`config.mk`:
```
export PLATFORM = sky130hd
export DESIGN_NAME = sd_block_mover
export DESIGN_NICKNAME = d
export VERILOG_FILES = /design/src/rtl/sd_block_mover.sv
export SDC_FILE = /design/constraint.sdc
export NUM_CORES = 1
export LEC_CHECK = 0
export ABC_AREA = 1
export BUFFER_PORTS_ARGS = -buffer_cell sky130_fd_sc_hd__buf_2
export CAP_MARGIN = 20
export CORE_UTILIZATION = 38
export CTS_CLUSTER_SIZE = 24
export DETAILED_ROUTE_END_ITERATION = 12
export GPL_TIMING_DRIVEN = 0
export PLACE_DENSITY = 0.65
export SKIP_CTS_REPAIR_TIMING = 1
export SYNTH_ARGS = -nofsm -noshare
export SYNTH_HDL_FRONTEND = slang
export SYNTH_SLANG_ARGS = --single-unit
```
`constraint.sdc`:
```
create_clock -name clk -period 12.25 [get_ports clk]
set_input_delay 1.8375 -clock clk [delete_from_list [all_inputs] [get_ports clk]]
set_output_delay 1.8375 -clock clk [all_outputs]
set_load 0.05 [all_outputs]
```
`src/rtl/sd_block_mover.sv`:
```
module sd_block_mover #(
  parameter int CNT_W = 14,
  parameter int BLK_W = 8,
  parameter int GAP_W = 6
) (
  input  logic             clk,
  input  logic             rst_n,
  input  logic             start,
  input  logic             xfer_wr,
  input  logic             xfer_rd,
  input  logic             wide4,
  input  logic [BLK_W-1:0] blk_cnt_m1,
  input  logic [CNT_W-1:0] blk_bits,
  input  logic [GAP_W-1:0] nwr_gap,
  input  logic [2:0]       tok_exp,
  input  logic [7:0]       wr_data,
  input  logic             wr_valid,
  output logic             wr_ready,
  output logic [7:0]       rd_data,
  output logic             rd_valid,
  input  logic [3:0]       dat_in,
  output logic [3:0]       dat_out,
  output logic [3:0]       dat_oe,
  output logic             busy,
  output logic             done,
  output logic             rd_crc_ok,
  output logic             wr_crc_ok
);
  localparam int FETCH_W = CNT_W + BLK_W;

  typedef enum logic [3:0] {
    S_IDLE, S_GAP, S_START, S_RSTART, S_DATA, S_CRC, S_ENDB,
    S_TOK, S_TOKB, S_TOKE, S_BUSYW
  } st_t;

  st_t                st;
  logic               wr_q, w4_q, hold_v, err;
  logic [2:0]         tok_exp_q, tok, sl;
  logic [GAP_W-1:0]   gap_q;
  logic [CNT_W-1:0]   dcyc_q, cnt;
  logic [BLK_W-1:0]   blk_left;
  logic [7:0]         sh, hold;
  logic [FETCH_W-1:0] fetch_left;
  logic [15:0]        crc [4];

  function automatic logic [15:0] crc_step(input logic [15:0] c, input logic b);
    crc_step = {c[14:0], 1'b0} ^ ((c[15] ^ b) ? 16'h1021 : 16'h0000);
  endfunction

  wire accept = start && (st == S_IDLE) && (xfer_wr ^ xfer_rd);
  wire [CNT_W-1:0] payload = blk_bits - (wide4 ? CNT_W'(60) : CNT_W'(15));
  wire [CNT_W-1:0] dcyc_in = wide4 ? (payload >> 2) : payload;
  wire [FETCH_W-1:0] total_in = FETCH_W'(payload >> 3) * (FETCH_W'(blk_cnt_m1) + FETCH_W'(1));

  wire [3:0] lanes     = w4_q ? 4'hF : 4'h1;
  wire       last_slot = w4_q ? (sl == 3'd1) : (sl == 3'd7);
  wire       need_byte = wr_q && ((st == S_START) || (st == S_DATA && last_slot && cnt != '0));
  wire       stall     = need_byte && !hold_v;
  wire [3:0] tx_bits   = w4_q ? sh[7:4] : {3'b111, sh[7]};
  wire [3:0] crc_msb   = w4_q ? {crc[3][15], crc[2][15], crc[1][15], crc[0][15]} : {3'b111, crc[0][15]};
  wire [3:0] lane_bits = wr_q ? tx_bits : dat_in;
  wire [7:0] rx_sh     = w4_q ? {sh[3:0], dat_in} : {sh[6:0], dat_in[0]};
  wire       rx_start  = w4_q ? (dat_in == 4'h0) : !dat_in[0];
  wire       crc_zero  = w4_q ? ((crc[0] | crc[1] | crc[2] | crc[3]) == 16'h0) : (crc[0] == 16'h0);
  wire [3:0] drv       = wr_q ? lanes : 4'h0;

  assign busy     = (st != S_IDLE);
  assign wr_ready = wr_q && busy && !hold_v && (fetch_left != '0);

  always_comb begin
    dat_out = 4'hF;
    dat_oe  = 4'h0;
    case (st)
      S_START: begin dat_out = 4'h0;    dat_oe = hold_v ? drv : 4'h0; end
      S_DATA:  begin dat_out = tx_bits; dat_oe = drv; end
      S_CRC:   begin dat_out = crc_msb; dat_oe = drv; end
      S_ENDB:  begin dat_out = 4'hF;    dat_oe = drv; end
      default: ;
    endcase
  end

  always_ff @(posedge clk) begin
    if (!rst_n) begin
      st <= S_IDLE; wr_q <= 1'b0; w4_q <= 1'b0; hold_v <= 1'b0; err <= 1'b0;
      tok_exp_q <= '0; tok <= '0; sl <= '0; gap_q <= '0; dcyc_q <= '0; cnt <= '0;
      blk_left <= '0; sh <= '0; hold <= '0; fetch_left <= '0;
      rd_data <= '0; rd_valid <= 1'b0; done <= 1'b0; rd_crc_ok <= 1'b0; wr_crc_ok <= 1'b0;
      for (int l = 0; l < 4; l++) crc[l] <= '0;
    end else begin
      rd_valid <= 1'b0;
      done     <= 1'b0;
      if (wr_ready && wr_valid) begin
        hold       <= wr_data;
        hold_v     <= 1'b1;
        fetch_left <= fetch_left - FETCH_W'(1);
      end
      case (st)
        S_IDLE: if (accept) begin
          wr_q <= xfer_wr; w4_q <= wide4; tok_exp_q <= tok_exp; gap_q <= nwr_gap;
          dcyc_q <= dcyc_in; blk_left <= blk_cnt_m1; err <= 1'b0; hold_v <= 1'b0;
          rd_crc_ok <= 1'b0; wr_crc_ok <= 1'b0;
          fetch_left <= xfer_wr ? total_in : '0;
          cnt <= CNT_W'(nwr_gap) - CNT_W'(1);
          if (xfer_wr) st <= (nwr_gap == '0) ? S_START : S_GAP;
          else         st <= S_RSTART;
        end
        S_GAP:
          if (cnt == '0) st <= S_START;
          else           cnt <= cnt - CNT_W'(1);
        S_START: if (hold_v) begin
          st <= S_DATA; cnt <= dcyc_q - CNT_W'(1); sl <= '0;
          sh <= hold; hold_v <= 1'b0;
          for (int l = 0; l < 4; l++) crc[l] <= '0;
        end
        S_RSTART: if (rx_start) begin
          st <= S_DATA; cnt <= dcyc_q - CNT_W'(1); sl <= '0;
          for (int l = 0; l < 4; l++) crc[l] <= '0;
        end
        S_DATA: if (!stall) begin
          for (int l = 0; l < 4; l++) crc[l] <= crc_step(crc[l], lane_bits[l]);
          sl <= last_slot ? 3'd0 : sl + 3'd1;
          if (wr_q) begin
            if (last_slot) begin
              if (cnt != '0) begin sh <= hold; hold_v <= 1'b0; end
            end else begin
              sh <= w4_q ? {sh[3:0], 4'h0} : {sh[6:0], 1'b0};
            end
          end else begin
            sh <= rx_sh;
            if (last_slot) begin rd_data <= rx_sh; rd_valid <= 1'b1; end
          end
          if (cnt == '0) begin st <= S_CRC; cnt <= CNT_W'(15); end
          else           cnt <= cnt - CNT_W'(1);
        end
        S_CRC: begin
          for (int l = 0; l < 4; l++)
            crc[l] <= wr_q ? {crc[l][14:0], 1'b0} : crc_step(crc[l], dat_in[l]);
          if (cnt == '0) st <= S_ENDB;
          else           cnt <= cnt - CNT_W'(1);
        end
        S_ENDB:
          if (wr_q) st <= S_TOK;
          else begin
            if (!crc_zero) err <= 1'b1;
            if (blk_left == '0) begin
              st <= S_IDLE; done <= 1'b1; rd_crc_ok <= !err && crc_zero;
            end else begin
              blk_left <= blk_left - BLK_W'(1); st <= S_RSTART;
            end
          end
        S_TOK: if (!dat_in[0]) begin st <= S_TOKB; cnt <= CNT_W'(2); end
        S_TOKB: begin
          tok <= {tok[1:0], dat_in[0]};
          if (cnt == '0) st <= S_TOKE;
          else           cnt <= cnt - CNT_W'(1);
        end
        S_TOKE: begin
          if (tok != tok_exp_q) err <= 1'b1;
          st <= S_BUSYW;
        end
        S_BUSYW: if (dat_in[0]) begin
          if (blk_left == '0) begin
            st <= S_IDLE; done <= 1'b1; wr_crc_ok <= !err;
          end else begin
            blk_left <= blk_left - BLK_W'(1);
            cnt <= CNT_W'(gap_q) - CNT_W'(1);
            st <= (gap_q == '0) ? S_START : S_GAP;
          end
        end
        default: st <= S_IDLE;
      endcase
    end
  end
endmodule

```
== Word-level counts from Yosys, hierarchy flattened ==
Memory sizes are Yosys's and may differ from the RTL's.
Index checks and enable logic that the tools add are counted.

* Add/subtract/negate cells: 9
* $mul: 1
* Div/mod/pow operators: 0
* Magnitude comparators: 0
* Equality and inequality tests: 31
* Shift operators: 0
* Mux-type cells: 130
* Bitwise operators: 40
* Reduce and logical (&&, ||, !) cells: 46

{| class="wikitable"
|+ Operator list
! operator !! count
|-
| $mux W16 || 20
|-
| $mux W14 || 10
|-
| $xor A16 B13 Y16 || 8
|-
| $mux W13 || 8
|-
| $pmux W14 S7 || 1
|-
| $mux W8 || 11
|-
| $mux W22 || 3
|-
| $mux W4 || 16
|-
| $or A16 B16 Y16 || 3
|-
| $pmux W4 S11 || 1
|-
| $mux W1 || 38
|-
| $logic_not A16 Y1 || 2
|-
| $ne A2 B2 Y1 const B || 16
|-
| $sub A14 B1 Y14 const B || 2
|-
| $pmux W8 S3 || 1
|-
| $reduce_and A4 Y1 || 6
|-
| $reduce_bool A22 Y1 || 1
|-
| $sub A22 B1 Y22 const B || 1
|-
| $mul A11 B9 Y20 || 1
|-
| $mux W20 || 1
|-
| $eq A4 B3 Y1 const B || 4
|-
| $or A1 B1 Y1 || 16
|-
| $pmux W8 S2 || 1
|-
| $mux W3 || 5
|-
| other kinds (40) || 81
|}

* Register bits after elaboration: 109
* Bits in latches: 0
* RAM bits: 64
* Bits in read-only memories: 0
* Input port bits: 50
* Output and inout port bits: 22
* Word-level logic and storage cells: 278
* Memories: 1

{| class="wikitable"
|+ Memories
! name !! depth !! bits a word !! read ports !! clocked after Yosys merged registers in !! write ports !! line !! text
|-
| crc || 4 || 16 || 4 || 0 || 4 || 44 || <nowiki>logic [15:0] crc [4];</nowiki>
|}

== Logic depth before layout (Yosys ltp) ==
* Depth in word-level cells: 13
* Depth in mapped cells: 30
* Depth with buffers taken out: 30

== Least setup slack after synthesis ==
No wires, ideal clock.

* Path kind: input-to-reg
* Start point: input wide4
* End point: register fetch_left[14]
* Setup time: 0.132 ns
* Data arrival time: 6.628 ns
* Data required time: 12.118 ns
* Path slack: 5.490 ns
* Stages on the path: 28
* Path buffers: 0
* Cell sequence: inv_1 nand2_1 fa_1 nand3_1 nor2_1 nand2_1 nand2_1 nor2_1 nand2_1 nand2_1 nand2_1 inv_1 nand2_1 fa_1 inv_1 fa_1 fa_1 inv_1 fa_1 inv_1 ha_1 a21oi_1 o21ai_0 nand2_1 nand3_1 or2_2 nand3_1 a21oi_1

* Cells in the longest elaborated chain, start to end: 6

{| class="wikitable"
|+ RTL lines
! item !! line !! text
|-
| start: declaration || 11 || <nowiki>input logic wide4,</nowiki>
|-
| $mux W6 || 51 || <nowiki>wire [CNT_W-1:0] payload = blk_bits - (wide4 ? CNT_W'(60) : CNT_W'(15));</nowiki>
|-
| $sub A14 B6 Y14 || 51 ||
|-
| $mul A11 B9 Y20 || 53 || <nowiki>wire [FETCH_W-1:0] total_in = FETCH_W'(payload >> 3) * (FETCH_W'(blk_cnt_m1) + FETCH_W'(1));</nowiki>
|-
| $mux W20 || 102 || <nowiki>fetch_left <= xfer_wr ? total_in : '0;</nowiki>
|-
| $mux W22 || 98 || <nowiki>S_IDLE: if (accept) begin</nowiki>
|-
| $mux W22 || 97 || <nowiki>case (st)</nowiki>
|-
| end signal: assignment || 95 || <nowiki>fetch_left <= fetch_left - FETCH_W'(1);</nowiki>
|-
| end signal: assignment || 102 ||
|-
| end: declaration || 43 || <nowiki>logic [FETCH_W-1:0] fetch_left;</nowiki>
|}

No other way between the ends.
A chain may end at the register's enable or synchronous reset.

== Worst setup path after layout ==
Ends and elaborated chain as after synthesis.

==> results by group <==
Pwr
  – Internal Power: 1640 uW
  – Sw Ratio: 0.491
  – Pleak: 0.00740 uW
  – Logic pwr share: 0.584
  – Psw: 1580 uW
  – P per Cell Area: between 200 and 250 nW/um2
  – Register share of total power: 0.241
  – Clock Power Share: 0.174
  – VDD IR max: ~0.00013 V

Placed design
  – Placement Setup Slack: 4.50 ns
  – Post-detail-place hpwl: 30.0 mm
  – IO buf count: 71
  – Routability cong.: 0.911

Logic synthesis
  – Post-synth EDFFs: 64
  – Mapped Cells: around 1.9k
  – Synth Flop Type: dfxtp_1
  – Synth Area per Inst: roughly 7.1 um2
  – Fraction of registers with async set/reset: 0
  – Sequential area share after synthesis: 0.299
  – Syn nets: between 2k and 2.5k
  – Synth Warn #: 0
  – Netlist Area Pre-Place: 13700 um2
  – Yosys cell types: 54
  – Synth Register Bits: 173

CTS
  – Root buf cell: clkbuf_16
  – CTS Buf Count: 17
  – Clock buffer depth: 2
  – CTS Sinks: approximately 170
  – Clock-pin slew on the worst setup and hold paths: 0.08 ns
  – Clock latency on the worst-skew pair: ~0.45 ns
  – CTS tree: done
  – H-tree Lvls: 4

Floorplan
  – Num rows: 69
  – I/O pin count: 72
  – Initial Util: 0.386
  – Die W: 192 um
  – DIE AREA: 36900 um2
  – Die H: between 150 and 200 um
  – Core area: 35600 um2

Drt
  – Post-route antenna net violation count: 0
  – Routed WL: 37.5 mm
  – Routed wl met3: 2.43 mm
  – First-iteration detailed-routing DRC count: 833
  – M1 WL: 16.8 mm
  – DR pass1 iterations: 7
  – Top Metal Used: met4
  – Drt wl/cell: 15.0 um
  – Via density: 5.08
  – DRC: 0
  – Met2 WL post-DR: 17.3 mm
  – Via count: 12.7k

Setup path
  – Startpoint types: primary input
  – CP endpoint kind: flop
  – Crit Path Class: in -> reg
  – Critical path's most frequent cell: nand2_1
  – CP max stage cell: fa_1
  – Worst Path Required: about 13 ns
  – Worst endpoint data arrival time: 7.64 ns
  – Max FO, Critical Path: 8
  – CP peak stage delay: 0.55 ns

STA
  – Max-slew violations: 0
  – Final setup fails: 0
  – Worst-Margin Slew: 1.12 ns
  – Fin. Hold Viols: 0
  – Setup ws final: 4.92 ns
  – Tmin final: roughly 7.3 ns
  – Max frequency: 136 MHz
  – Slew headroom: 0.253
  – Setup TNS: 0 ns
  – Final period util: 0.598
  – Clock skew: about 0.023 ns
  – Unrepaired setup endpoints after global routing: no

Global route
  – Largest net degree at the start of global routing: 19
  – First-pass GRT wire length: between 60 and 70 mm
  – Initial antenna violation count: 0
  – Vias in the first global route: 12.0k
  – Total GRT Usage: 0.208
  – Overflow left after global routing: 0

Cells and area
  – Ant. Diodes: 0
  – Area Growth Syn to Fin: 11.1%
  – Filler cells: 3689
  – Area of the multi-input gates: a little over 8000 um2
  – Share of layout cells above drive strength 1: 0.105
  – Sequential standard cell area: between 4000 and 5000 um2
  – Nets@finish: 2189

Worst hold path
  – Hold Crit Class: reg -> reg

Run status
  – Run status: complete, no violations

Flow run
  – Max-cap violation count: 0
power by group through the flow:
| stage | logic [uW] | registers, uW | clock network (uW) |
|---|---|---|---|
| floorplan | 1460 | 771 | 0 |
| global route | 2140 | 791 | 595 |
| finish | 1880 | 777 | 561 |
| detailed placement | 1870 | 789 | 0 |
| global placement | 1840 | 787 | 0 |
| CTS | 1880 | 776 | 570 |
flip-flops by register name, indices dropped and copies added (netlist names), 3 cells and up:
name        count
st              4
cnt            14
gap_q           6
tok_exp_q       3
dcyc_q         14
hold            8
blk_left        8
tok             3
crc            64
rd_data         8
fetch_left     22
sl              3
sh              8
layout make-up:
| cell class | instances | share of cell area |
|---|---|---|
| buffer | 45 | 0.0188 |
| clock buffer | 18 | 0.0281 |
| clock inverter | 14 | 0.0107 |
| inverter | 330 | 0.0819 |
| multi-input combinational | 1383 | 0.530 |
| sequential | 173 | 0.269 |
| tap | 461 | 0.0378 |
| timing repair buffer | 72 | 0.0238 |
cell usage after synthesis (5+ instances only):
library cell / count / area [um2]
a22oi_1: 6 / 45.0
clkbuf_1: 15 / 56.3
or2_2: 6 / 37.5
o21bai_1: 7 / 52.6
nand3b_1: 5 / 37.5
edfxtp_1: 64 / 1920
nand3_1: 109 / 546
xor2_1: 46 / 403
o21ai_1: 5 / 25.0
inv_1: 313 / 1170
o21ai_0: 103 / 515
a21o_1: 6 / 45.0
nand4_1: 37 / 231
nor2_2: 8 / 50.1
buf_2: 15 / 75.1
a21oi_1: 77 / 385
nor2_1: 295 / 1110
dfxtp_1: 109 / 2180
nor2_4: 24 / 270
buf_6: 6 / 67.6
xnor2_1: 13 / 114
inv_2: 12 / 45.0
nand3_2: 6 / 60.1
a31oi_1: 6 / 37.5
nand2_1: 446 / 1670
buf_4: 6 / 45.0
ha_1: 52 / 651
fa_1: 65 / 1300
nor3_1: 9 / 45.0
o22ai_1: 8 / 50.1
a211oi_1: 5 / 37.5
nand2_2: 8 / 50.1
o211ai_1: 5 / 37.5
per-layer routing:
metal,up-vias,global-route usage
li1,6270,-
met1,5950,0.278
met2,410,0.339
met3,59,0.0300
met4,0,0.0763
met5,-,0
stage by stage:
stage	instance area, um2	hold WS (ns)	utilization	cells	total power (uW)
2_1_floorplan	13700	0.430	-	1931	2230
3_3_place_gp	14700	0.444	0.412	2463	2630
3_5_place_dp	14700	0.447	0.412	2463	2650
4_1_cts	15300	0.456	0.429	2495	3230
5_1_grt	15300	0.483	0.429	2496	3530
6_report	15300	0.460	0.429	2496	3220
worst max-delay path, delay by kind of cell:
kind	cells	cell delay (ns)
buffers and inverters	6	0.73
AND/OR/NAND/NOR	14	1.81
AO/OA/AOI/OAI	3	0.45
adder cells (fa/ha/maj)	6	2.80
cells in the final DEF (no fill, tap or decap), types with 6 or more instances in the layout:
cell       netlist  routed
nor2_1         295     295
o21bai_1         7       7
buf_2           15      86
xor2_1          46      46
dfxtp_1        109     109
fa_1            65      65
nor3_1           9       9
nand4_1         37      37
a21o_1           6       6
a21oi_1         77      77
clkbuf_16        0      17
nor2_2           8       8
nand2_1        446     446
o21ai_0        103     103
edfxtp_1        64      64
inv_2           12      12
inv_8            0       8
o22ai_1          8       8
a31oi_1          6       6
inv_1          313     313
nand3_2          6       6
clkbuf_1        15      16
nand3_1        109     109
ha_1            52      52
a22oi_1          6       6
or2_2            6       6
buf_6            6       6
xnor2_1         13      13
buf_4            6       7
nor2_4          24      24
nand2_2          8       8
cell families (layout without fill, tap and decap cells):
kind of cell	after synthesis	in the layout	share of synthesized area
buffers and inverters	375	479	0.112
adder cells (fa/ha/maj)	117	117	0.142
flip-flops	173	173	0.299
AND/OR/NAND/NOR	970	970	0.315
AO/OA/AOI/OAI	237	237	0.0951
XOR/XNOR	59	59	0.0376
worst paths after layout:
kind	slack [ns]	endpoint	start	cells past startpoint
setup / recovery	4.92	fetch_left[14]	wide4	29
hold / removal	0.46	hold[1]	hold[1]	2
setup reg to reg	9.13	crc[3][5]	cnt[0]	13
hold reg to reg	0.46	hold[1]	hold[1]	2
No activity file was read; power rests on OpenSTA's default activity.
